==> config.mk <==
export PLATFORM = sky130hd
export DESIGN_NAME = cfg_port_decoder
export DESIGN_NICKNAME = d
export VERILOG_FILES = /design/src/rtl/cfgp_pkg.sv /design/src/rtl/cfgp_addr_latch.sv /design/src/rtl/cfgp_decode.sv /design/src/rtl/cfgp_ctrl.sv /design/src/rtl/cfg_port_decoder.sv
export SDC_FILE = /design/constraint.sdc
export NUM_CORES = 1
export LEC_CHECK = 0
export BUFFER_PORTS_ARGS = -buffer_cell sky130_fd_sc_hd__buf_4
export CAP_MARGIN = 20
export CORE_MARGIN = 4
export CORE_UTILIZATION = 53
export CTS_BUF_LIST = sky130_fd_sc_hd__clkbuf_4 sky130_fd_sc_hd__clkbuf_8
export CTS_CLUSTER_SIZE = 24
export DETAILED_ROUTE_END_ITERATION = 8
export PLACE_DENSITY = 0.82
export SYNTH_ARGS = -nofsm -noshare
export SYNTH_HDL_FRONTEND = slang
export SYNTH_HIERARCHICAL = 1
export SYNTH_SLANG_ARGS = --single-unit
==> constraint.sdc <==
create_clock -name clk -period 2.7 [get_ports clk]
set_input_delay 0.135 -clock clk [delete_from_list [all_inputs] [get_ports clk]]
set_output_delay 0.135 -clock clk [all_outputs]
set_load 0.02 [all_outputs]
==> src/rtl/cfgp_pkg.sv <==
package cfgp_pkg;

  localparam int unsigned DW = 32;

  typedef enum logic [1:0] {
    SZ_BYTE = 2'd0,
    SZ_HALF = 2'd1,
    SZ_WORD = 2'd2,
    SZ_BAD  = 2'd3
  } io_size_e;

  typedef enum logic [1:0] {
    ST_IDLE = 2'd0,
    ST_WAIT = 2'd1,
    ST_RESP = 2'd2
  } ctrl_state_e;

  typedef enum logic [1:0] {
    ACT_NONE     = 2'd0,
    ACT_LATCH_WR = 2'd1,
    ACT_LATCH_RD = 2'd2,
    ACT_FORWARD  = 2'd3
  } act_e;

  typedef struct packed {
    logic [7:0]    bus;
    logic [7:0]    devfn;
    logic [7:0]    offset;
    logic [1:0]    size;
    logic          write;
    logic [DW-1:0] wdata;
  } cfg_req_t;

  function automatic logic [DW-1:0] size_mask(input logic [1:0] sz);
    case (sz)
      SZ_BYTE: size_mask = 32'h0000_00FF;
      SZ_HALF: size_mask = 32'h0000_FFFF;
      default: size_mask = 32'hFFFF_FFFF;
    endcase
  endfunction

endpackage

==> src/rtl/cfgp_addr_latch.sv <==
module cfgp_addr_latch #(
  parameter int unsigned W = 32
) (
  input  logic         clk,
  input  logic         rst_n,
  input  logic         wr_en,
  input  logic [W-1:0] wr_data,
  output logic [W-1:0] q
);

  always_ff @(posedge clk) begin
    if (!rst_n) q <= '0;
    else if (wr_en) q <= wr_data;
  end

  // the selector only changes on a granted latch write
  a_r2_latch_hold: assert property (@(posedge clk) disable iff (!rst_n)
    !wr_en |=> $stable(q));

endmodule

==> src/rtl/cfgp_decode.sv <==
module cfgp_decode
  import cfgp_pkg::*;
#(
  parameter int unsigned IO_AW          = 16,
  parameter logic [IO_AW-1:0] ADDR_PORT_BASE = 16'h0CF8,
  parameter logic [IO_AW-1:0] DATA_PORT_BASE = 16'h0CFC
) (
  input  logic [IO_AW-1:0] io_addr,
  input  logic [1:0]       io_size,
  input  logic             io_write,
  input  logic [DW-1:0]    io_wdata,
  input  logic [DW-1:0]    latch_q,
  output act_e             act,
  output cfg_req_t         req
);

  localparam int unsigned PAGE_HI = IO_AW - 1;

  logic addr_hit, data_hit, latch_ok, size_ok;
  logic unused_hi;

  assign addr_hit = (io_addr[PAGE_HI:2] == ADDR_PORT_BASE[PAGE_HI:2]);
  assign data_hit = (io_addr[PAGE_HI:2] == DATA_PORT_BASE[PAGE_HI:2]);
  assign latch_ok = latch_q[31] && (latch_q[1:0] == 2'b00);
  assign size_ok  = (io_size != SZ_BAD);
  assign unused_hi = ^latch_q[30:24];

  always_comb begin
    act = ACT_NONE;
    if (addr_hit && io_size == SZ_WORD && io_addr[1:0] == 2'b00)
      act = io_write ? ACT_LATCH_WR : ACT_LATCH_RD;
    else if (data_hit && size_ok && latch_ok)
      act = ACT_FORWARD;
  end

  always_comb begin
    req.bus    = latch_q[23:16];
    req.devfn  = latch_q[15:8];
    req.offset = {latch_q[7:2], io_addr[1:0]};
    req.size   = io_size;
    req.write  = io_write;
    req.wdata  = io_wdata;
  end

endmodule

==> src/rtl/cfgp_ctrl.sv <==
module cfgp_ctrl
  import cfgp_pkg::*;
(
  input  logic          clk,
  input  logic          rst_n,
  input  logic          io_req_valid,
  output logic          io_req_ready,
  input  act_e          act,
  input  cfg_req_t      req,
  input  logic [DW-1:0] latch_q,
  output logic          latch_wr_en,
  output logic          io_rsp_valid,
  input  logic          io_rsp_ready,
  output logic [DW-1:0] io_rsp_rdata,
  output logic          cfg_req_valid,
  output cfg_req_t      cfg_req_q,
  input  logic          cfg_rsp_valid,
  input  logic          cfg_rsp_present,
  input  logic [DW-1:0] cfg_rsp_rdata
);

  ctrl_state_e   state;
  logic [DW-1:0] rsp_data;
  logic          accept;

  assign io_req_ready = (state == ST_IDLE);
  assign accept       = io_req_valid && io_req_ready;
  assign latch_wr_en  = accept && (act == ACT_LATCH_WR);
  assign io_rsp_valid = (state == ST_RESP);
  assign io_rsp_rdata = rsp_data;

  always_ff @(posedge clk) begin
    if (!rst_n) begin
      state         <= ST_IDLE;
      rsp_data      <= '0;
      cfg_req_valid <= 1'b0;
      cfg_req_q     <= '0;
    end else begin
      cfg_req_valid <= 1'b0;
      case (state)
        ST_IDLE: if (io_req_valid) begin
          rsp_data <= '0;
          state    <= ST_RESP;
          if (act == ACT_LATCH_RD) begin
            rsp_data <= latch_q;
          end else if (act == ACT_FORWARD) begin
            cfg_req_valid <= 1'b1;
            cfg_req_q     <= req;
            if (!req.write) state <= ST_WAIT;
          end
        end
        ST_WAIT: if (cfg_rsp_valid) begin
          rsp_data <= cfg_rsp_present ? (cfg_rsp_rdata & size_mask(cfg_req_q.size)) : '0;
          state    <= ST_RESP;
        end
        ST_RESP: if (io_rsp_ready) state <= ST_IDLE;
        default: state <= ST_IDLE;
      endcase
    end
  end

  // a target request is a single-cycle pulse
  a_r4_one_cycle_pulse: assert property (@(posedge clk) disable iff (!rst_n)
    cfg_req_valid |=> !cfg_req_valid);

  // a forwarded write is acknowledged together with its request
  a_r8_write_no_wait: assert property (@(posedge clk) disable iff (!rst_n)
    (cfg_req_valid && cfg_req_q.write) |-> io_rsp_valid);

  // a stalled response holds with its data
  a_r9_rsp_hold: assert property (@(posedge clk) disable iff (!rst_n)
    (io_rsp_valid && !io_rsp_ready) |=> (io_rsp_valid && $stable(io_rsp_rdata)));

  // no new request is taken while a response is pending
  a_r9_no_overlap: assert property (@(posedge clk) disable iff (!rst_n)
    io_rsp_valid |-> !io_req_ready);

  // byte reads come back zero-extended
  a_r7_byte_zext: assert property (@(posedge clk) disable iff (!rst_n)
    (io_rsp_valid && $past(state) == ST_WAIT && cfg_req_q.size == SZ_BYTE)
      |-> (io_rsp_rdata[31:8] == '0));

endmodule

==> src/rtl/cfg_port_decoder.sv <==
module cfg_port_decoder
  import cfgp_pkg::*;
#(
  parameter int unsigned IO_AW          = 16,
  parameter logic [IO_AW-1:0] ADDR_PORT_BASE = 16'h0CF8,
  parameter logic [IO_AW-1:0] DATA_PORT_BASE = 16'h0CFC
) (
  input  logic             clk,
  input  logic             rst_n,
  input  logic             io_req_valid,
  output logic             io_req_ready,
  input  logic             io_req_write,
  input  logic [IO_AW-1:0] io_req_addr,
  input  logic [1:0]       io_req_size,
  input  logic [31:0]      io_req_wdata,
  output logic             io_rsp_valid,
  input  logic             io_rsp_ready,
  output logic [31:0]      io_rsp_rdata,
  output logic             cfg_req_valid,
  output logic             cfg_req_write,
  output logic [7:0]       cfg_req_bus,
  output logic [7:0]       cfg_req_devfn,
  output logic [7:0]       cfg_req_offset,
  output logic [1:0]       cfg_req_size,
  output logic [31:0]      cfg_req_wdata,
  input  logic             cfg_rsp_valid,
  input  logic             cfg_rsp_present,
  input  logic [31:0]      cfg_rsp_rdata
);

  logic [DW-1:0] latch_q;
  logic          latch_wr_en;
  act_e          act;
  cfg_req_t      dec_req, cfg_req_q;

  cfgp_addr_latch #(.W(DW)) u_latch (
    .clk(clk), .rst_n(rst_n), .wr_en(latch_wr_en),
    .wr_data(io_req_wdata), .q(latch_q)
  );

  cfgp_decode #(
    .IO_AW(IO_AW), .ADDR_PORT_BASE(ADDR_PORT_BASE), .DATA_PORT_BASE(DATA_PORT_BASE)
  ) u_decode (
    .io_addr(io_req_addr), .io_size(io_req_size), .io_write(io_req_write),
    .io_wdata(io_req_wdata), .latch_q(latch_q), .act(act), .req(dec_req)
  );

  cfgp_ctrl u_ctrl (
    .clk(clk), .rst_n(rst_n),
    .io_req_valid(io_req_valid), .io_req_ready(io_req_ready),
    .act(act), .req(dec_req), .latch_q(latch_q), .latch_wr_en(latch_wr_en),
    .io_rsp_valid(io_rsp_valid), .io_rsp_ready(io_rsp_ready), .io_rsp_rdata(io_rsp_rdata),
    .cfg_req_valid(cfg_req_valid), .cfg_req_q(cfg_req_q),
    .cfg_rsp_valid(cfg_rsp_valid), .cfg_rsp_present(cfg_rsp_present),
    .cfg_rsp_rdata(cfg_rsp_rdata)
  );

  assign cfg_req_write  = cfg_req_q.write;
  assign cfg_req_bus    = cfg_req_q.bus;
  assign cfg_req_devfn  = cfg_req_q.devfn;
  assign cfg_req_offset = cfg_req_q.offset;
  assign cfg_req_size   = cfg_req_q.size;
  assign cfg_req_wdata  = cfg_req_q.wdata;

  // requests only leave under an enabled, aligned selector
  a_r5_r6_gated: assert property (@(posedge clk) disable iff (!rst_n)
    cfg_req_valid |-> (latch_q[31] && latch_q[1:0] == 2'b00));

  // slot and upper offset bits follow the selector
  a_r4_fields: assert property (@(posedge clk) disable iff (!rst_n)
    cfg_req_valid |-> (cfg_req_bus == latch_q[23:16] && cfg_req_devfn == latch_q[15:8]
                       && cfg_req_offset[7:2] == latch_q[7:2]));

  // an illegal size never reaches the target
  a_r10_no_bad_size: assert property (@(posedge clk) disable iff (!rst_n)
    cfg_req_valid |-> (cfg_req_size != 2'd3));

endmodule

# ---- Word-level counts from Yosys, hierarchy flattened
# Index checks and enable logic that the tools add are counted.
# W data, S select, Z words.
dict set report op_classes {
  eq_ne 13
  n_mux 20
  bitwise 5
  reduce_logical 16
}
# operator count
set op_table {}
lappend op_table {{$mux W32} 7}
lappend op_table {{$pmux W32 S2} 2}
lappend op_table {{$and A32 B32 Y32} 1}
lappend op_table {{$eq A14 B10 Y1 const B} 2}
lappend op_table {{$mux W2} 9}
lappend op_table {{$eq A2 B2 Y1 const B} 4}
lappend op_table {{$logic_not A2 Y1} 4}
lappend op_table {{$logic_and A1 B1 Y1} 7}
lappend op_table {{$eq A2 B1 Y1 const B} 3}
lappend op_table {{$ne A2 B2 Y1 const B} 3}
lappend op_table {{$pmux W2 S3} 1}
lappend op_table {{$reduce_and A3 Y1} 2}
lappend op_table {{$not A1 Y1} 4}
lappend op_table {{$reduce_and A4 Y1} 1}
lappend op_table {{$reduce_or A4 Y1} 1}
lappend op_table {{$ne A2 B1 Y1 const B} 1}
lappend op_table {{$reduce_bool A2 Y1} 1}
lappend op_table {{$mux W1} 1}
dict set report word_totals {
  reg_bits 126
  output_inout_bits 94
  wordCells 64
}

# ---- Depth between registers and ports, before layout
dict set report depth {
  word_depth 10
  ltp_mapped 10
  ltp_nobuf 7
}

# ---- Cells and area by module
# Netlist, hierarchy kept.
# mod n_inst cells_per_inst area_per_inst_um2
set by_module_without_submodules {}
lappend by_module_without_submodules {cfgp_ctrl 1 457 4075.2}
lappend by_module_without_submodules {cfgp_addr_latch 1 103 1243.7}
lappend by_module_without_submodules {cfgp_decode 1 73 554.3}

# ---- Worst setup path before layout
# OpenSTA, ideal clock, no wires.
dict set report synth_timing {
  kind {register -> register}
  from {reg u_latch.q[1]}
  to {reg u_latch.q[0]}
  setup_time_ns 0.116
  t_arrival_ns 1.765
  setup_slack_ns 0.819
  stages_incl_launch_ff 11
  path_buffers 3
  cell_sequence {dfxtp_1 -> nor2_1 -> nand4_1 -> a21oi_2 -> nand4bb_1 -> clkbuf_1 -> nor2_1 -> buf_6 -> buf_12 -> mux2i_1 -> nor2b_1}
}
dict set report synth_via {
  elab_chain_len 7
}
# item line
set synth_lines {}
lappend synth_lines {{start: declaration} cfgp_addr_latch.sv:8} ;# output logic [W-1:0] q
lappend synth_lines {{start signal: assignment} cfgp_addr_latch.sv:13} ;# else if (wr_en) q <= wr_data;
lappend synth_lines {{$logic_not A2 Y1} cfgp_decode.sv:24} ;# assign latch_ok = latch_q[31] && (latch_q[1:0] == 2'b00);
lappend synth_lines {{$logic_and A1 B1 Y1} cfgp_decode.sv:24}
lappend synth_lines {{$logic_and A1 B1 Y1} cfgp_decode.sv:32} ;# else if (data_hit && size_ok && latch_ok)
lappend synth_lines {{$mux W2} cfgp_decode.sv:32}
lappend synth_lines {{$mux W2} cfgp_decode.sv:30} ;# if (addr_hit && io_size == SZ_WORD && io_addr[1:0] == 2'b00)
lappend synth_lines {{via act[0]} cfg_port_decoder.sv:33} ;# act_e act;
lappend synth_lines {{$eq A2 B1 Y1} cfgp_ctrl.sv:28} ;# assign latch_wr_en = accept && (act == ACT_LATCH_WR);
lappend synth_lines {{$logic_and A1 B1 Y1} cfgp_ctrl.sv:28}
lappend synth_lines {{via latch_wr_en} cfg_port_decoder.sv:32} ;# logic latch_wr_en;
# The timed path passes the listed nets, and every way through them passes these cells.
# A chain may end at the register's enable or synchronous reset.

# ---- Worst setup path in the final report
dict set report layout_timing {
  from {in io_req_size[0]}
  to {reg u_ctrl.rsp_data[9] (netlist: u_ctrl/io_rsp_rdata[9])}
}
dict set report layout_via {
  elab_chain_len 9
}
# item line
set layout_lines {}
lappend layout_lines {{start: declaration} cfg_port_decoder.sv:14} ;# input logic [1:0] io_req_size,
lappend layout_lines {{$ne A2 B2 Y1} cfgp_decode.sv:25} ;# assign size_ok = (io_size != SZ_BAD);
lappend layout_lines {{$logic_and A1 B1 Y1 (2 in a row)} cfgp_decode.sv:32}
lappend layout_lines {{$mux W2} cfgp_decode.sv:32}
lappend layout_lines {{$mux W2 *} cfgp_decode.sv:30}
lappend layout_lines {{via act[1]} cfg_port_decoder.sv:33}
lappend layout_lines {{$eq A2 B2 Y1 *} cfgp_ctrl.sv:44} ;# if (act == ACT_LATCH_RD) begin
lappend layout_lines {{$mux W32 *} cfgp_ctrl.sv:44}
lappend layout_lines {{$mux W32 *} cfgp_ctrl.sv:41} ;# ST_IDLE: if (io_req_valid) begin
lappend layout_lines {{$pmux W32 S2 *} cfgp_ctrl.sv:40} ;# case (state)
lappend layout_lines {{end signal: assignment} cfgp_ctrl.sv:45} ;# rsp_data <= latch_q;
lappend layout_lines {{end signal: assignment} cfgp_ctrl.sv:53} ;# rsp_data <= cfg_rsp_present ? (cfg_rsp_rdata & size_mask(cfg_req_q.size)) : '0;
lappend layout_lines {{end: declaration} cfgp_ctrl.sv:23} ;# logic [DW-1:0] rsp_data;
# The timed path passes the listed nets; every way through them passes the cells marked *. The select of a mux whose other input is x is not followed.

==> run_results.csv <==
group,metric,value,unit
detailed_routing,drt_iter0_markers,496,
layout,drive_gt1_frac,0.346,
min_path,hold_start,"cfg_rsp_rdata[13]",
logic_synthesis,seq_area_frac_synth,0.429,
power_and_ir_drop,leakagePower,0.00275,uW
layout,multi_input_comb_area,2570,um^2
global_routing,grt_util_all_layers,0.277,
clock_tree,ctsLongestPathBuffers,2,
layout,mostFrequentLayoutCells,"189 x buf_4, 126 x dfxtp_1, 91 x a21oi_1",
floorplan,rows,38,
layout,num-fill-cells,848,
clock_tree,cts_hold_buf,40,
place,numPortBuffers,182,
clock_tree,htreeDepth,4,
detailed_routing,antenna_left,0,
clock_tree,post_cts_buffers,0,
detailed_routing,drc,0,
critical_path,critPathLaunchType,"primary input",
floorplan,start_util,0.542,
layout,layout_commonest_cell,"buf_4",
logic_synthesis,syn_area,5870,um^2
clock_tree,root_buffer,"clkbuf_8",
flow_run,cap_violations,0,
logic_synthesis,synthArstFlopShare,0,
logic_synthesis,ys.flop_type,"dfxtp_1",
logic_synthesis,synthCells,633,
critical_path,setup.worst_path.class,"primary input to register",
power_and_ir_drop,p_per_area,519,nW/um^2
floorplan,core,10800,um^2
detailed_routing,routed_wl,17900,um
logic_synthesis,yosys_warnings,6,
timing,final_max_slew_viol_count,0,
logic_synthesis,yosys.area.top_type_share,0.429,
place,globalplace.congestion,0.891,
floorplan,die-width,113,um
critical_path,crit_required,3.01,ns
place,place_ws,0.397,ns
timing,setup_ws,0.279,ns
timing,fin_crit_sh,0.897,
detailed_routing,wl_per_cell,19.6,um
logic_synthesis,synthTopCellsByArea,"dfxtp_1 43%, a21oi_1 7.8%, buf_4 7.8%",
clock_tree,worstSkewPairLatency,0.43,ns
layout,fin_cells,912,
logic_synthesis,synth-seq-cells,126,
min_path,hold_class,"primary input to register",
layout,post-route-util,0.696,
place,place_inst,840,
layout,diodes,0,
logic_synthesis,avgSynthCellArea,9.28,um^2
clock_tree,cts_buffers,17,
layout,syn2layout_area_growth,28.4,%
timing,finClkSkew,0.00865,ns
global_routing,grt-ovfl-total,0,
layout,register_area,2520,um^2
logic_synthesis,synthesis.nets,722,
detailed_routing,viasPerCell,5.88,
timing,period_needed,2.42,ns
global_routing,antenna_found_initial,0,
logic_synthesis,yosysUniqueCellTypes,39,
critical_path,reg2reg_from,"u_latch/q[1]$_SDFFE_PN0P_",
clock_tree,clk_pin_slew,0.08,ns
logic_synthesis,yosys.area.top_type,"dfxtp_1",
global_routing,grt_pass1_vias,5456,
floorplan,io_pins,183,
layout,final_area,7540,um^2
timing,grt_setup_unrepaired,"false",
timing,hold_viol_final,0,
clock_tree,cts_tree,"yes",
timing,setup_viol,0,
place,dp.final_hpwl,11500,um
power_and_ir_drop,peakVddDrop,0.000387,V
timing,tightest_slew,0.713,ns
critical_path,critPathMaxFanout,18,
detailed_routing,via_count,5365,
critical_path,setup.worst_path.end_class,"register",
detailed_routing,first_pass_iters,7,
outcome,status,"finished clean",
critical_path,critical_path_arrival,2.73,ns
clock_tree,clock_sinks,126,
critical_path,crit_path_start,"io_req_size[0]",
timing,fmax,413,MHz
logic_synthesis,synth_edf_count,0,
timing,timing.setup.tns,0,ns
floorplan,die_height,113,um
clock_tree,cts_resized,0,
floorplan,dieArea,12800,um^2
global_routing,grt_pass1_wl,28300,um
place,placed_cell_area,6760,um^2
timing,max-slew-margin-rel,0.524,
global_routing,grt_start_max_net_pins,63,
layout,nets,848,
per-stage QoR:
stage | hold slack [ns] | total power, uW
after floorplan | 0.263 | 2180
after detailed placement | 0.415 | 2330
after global placement | 0.401 | 2320
final | 0.0317 | 3910
after CTS | 0.00726 | 3930
after global routing | 0.0156 | 4040
worst paths after layout:
check	endpoint	slack [ns]	cells after the start
worst max-delay path	u_ctrl/io_rsp_rdata[9]$_SDFFE_PN0P_	0.28	9
worst min-delay path	u_ctrl/io_rsp_rdata[13]$_SDFFE_PN0P_	0.03	3
worst max register to register	u_ctrl/io_rsp_rdata[9]$_SDFFE_PN0P_	0.32	7
worst min register to register	u_ctrl/cfg_req_q[52]$_SDFFE_PN0P_	0.48	2
state kept, by name (all words and copies together), names as in the netlist:
name                  count
u_ctrl/cfg_req_q         59
u_ctrl/cfg_req_valid      1
u_latch/q                32
u_ctrl/io_rsp_rdata      32
u_ctrl/state              2
area by class of cell:
cell class	instances	area share
timing repair buffer	232	0.249
tap	140	0.0232
sequential	126	0.335
multi-input combinational	378	0.340
clock buffer	20	0.0357
inverter	4	0.00216
clock inverter	12	0.0148
synth_stat cells (2+ instances only):
cell type	number
clkbuf_1	41
clkbuf_2	3
nand2_1	3
a311oi_2	6
buf_12	3
a32oi_1	25
buf_4	61
a21oi_1	92
a211oi_2	24
a311oi_1	2
nor2_1	5
mux2i_1	32
dfxtp_1	126
and4bb_2	2
nand4b_1	2
nand4bb_1	2
buf_2	10
nor2b_1	33
nand3_1	75
inv_1	3
buf_6	6
o21ai_0	59
nor3_1	2
critical path, stage by stage:
cell and delay (ns):
dlygate4sd3_1 0.54, buf_4 0.15, nor4b_4 0.28, nand2_1 0.14, a21oi_4 0.18, and2b_1 0.57, buf_4 0.32, nand3_1 0.09
a311oi_1 0.31
report_power, final:
group	internal (uW)	leakage, uW	switching [uW]	total (uW)
clock	792	0.000189	777	1570
sequential	1890	0.00102	23.1	1910
combinational	220	0.00154	211	431
total	2900	0.00275	1010	3910
layer usage:
metal | routed length, um | track usage | share of wire
met2 | 8970 | 0.465 | 0.50
met3 | 1250 | 0.0594 | 0.070
met1 | 6920 | 0.335 | 0.39
met4 | 736 | 0.143 | 0.041
met5 | 0 | 0 | 0
cell families after synthesis:
| group | Yosys count | share of synthesized area |
|---|---|---|
| AOI/OAI and AO/OA | 209 | 0.237 |
| muxes | 34 | 0.0590 |
| and+or+nand+nor | 135 | 0.134 |
| buffers and inverters | 129 | 0.140 |
| DFF | 126 | 0.429 |
No activity file was read; power rests on OpenSTA's default activity.
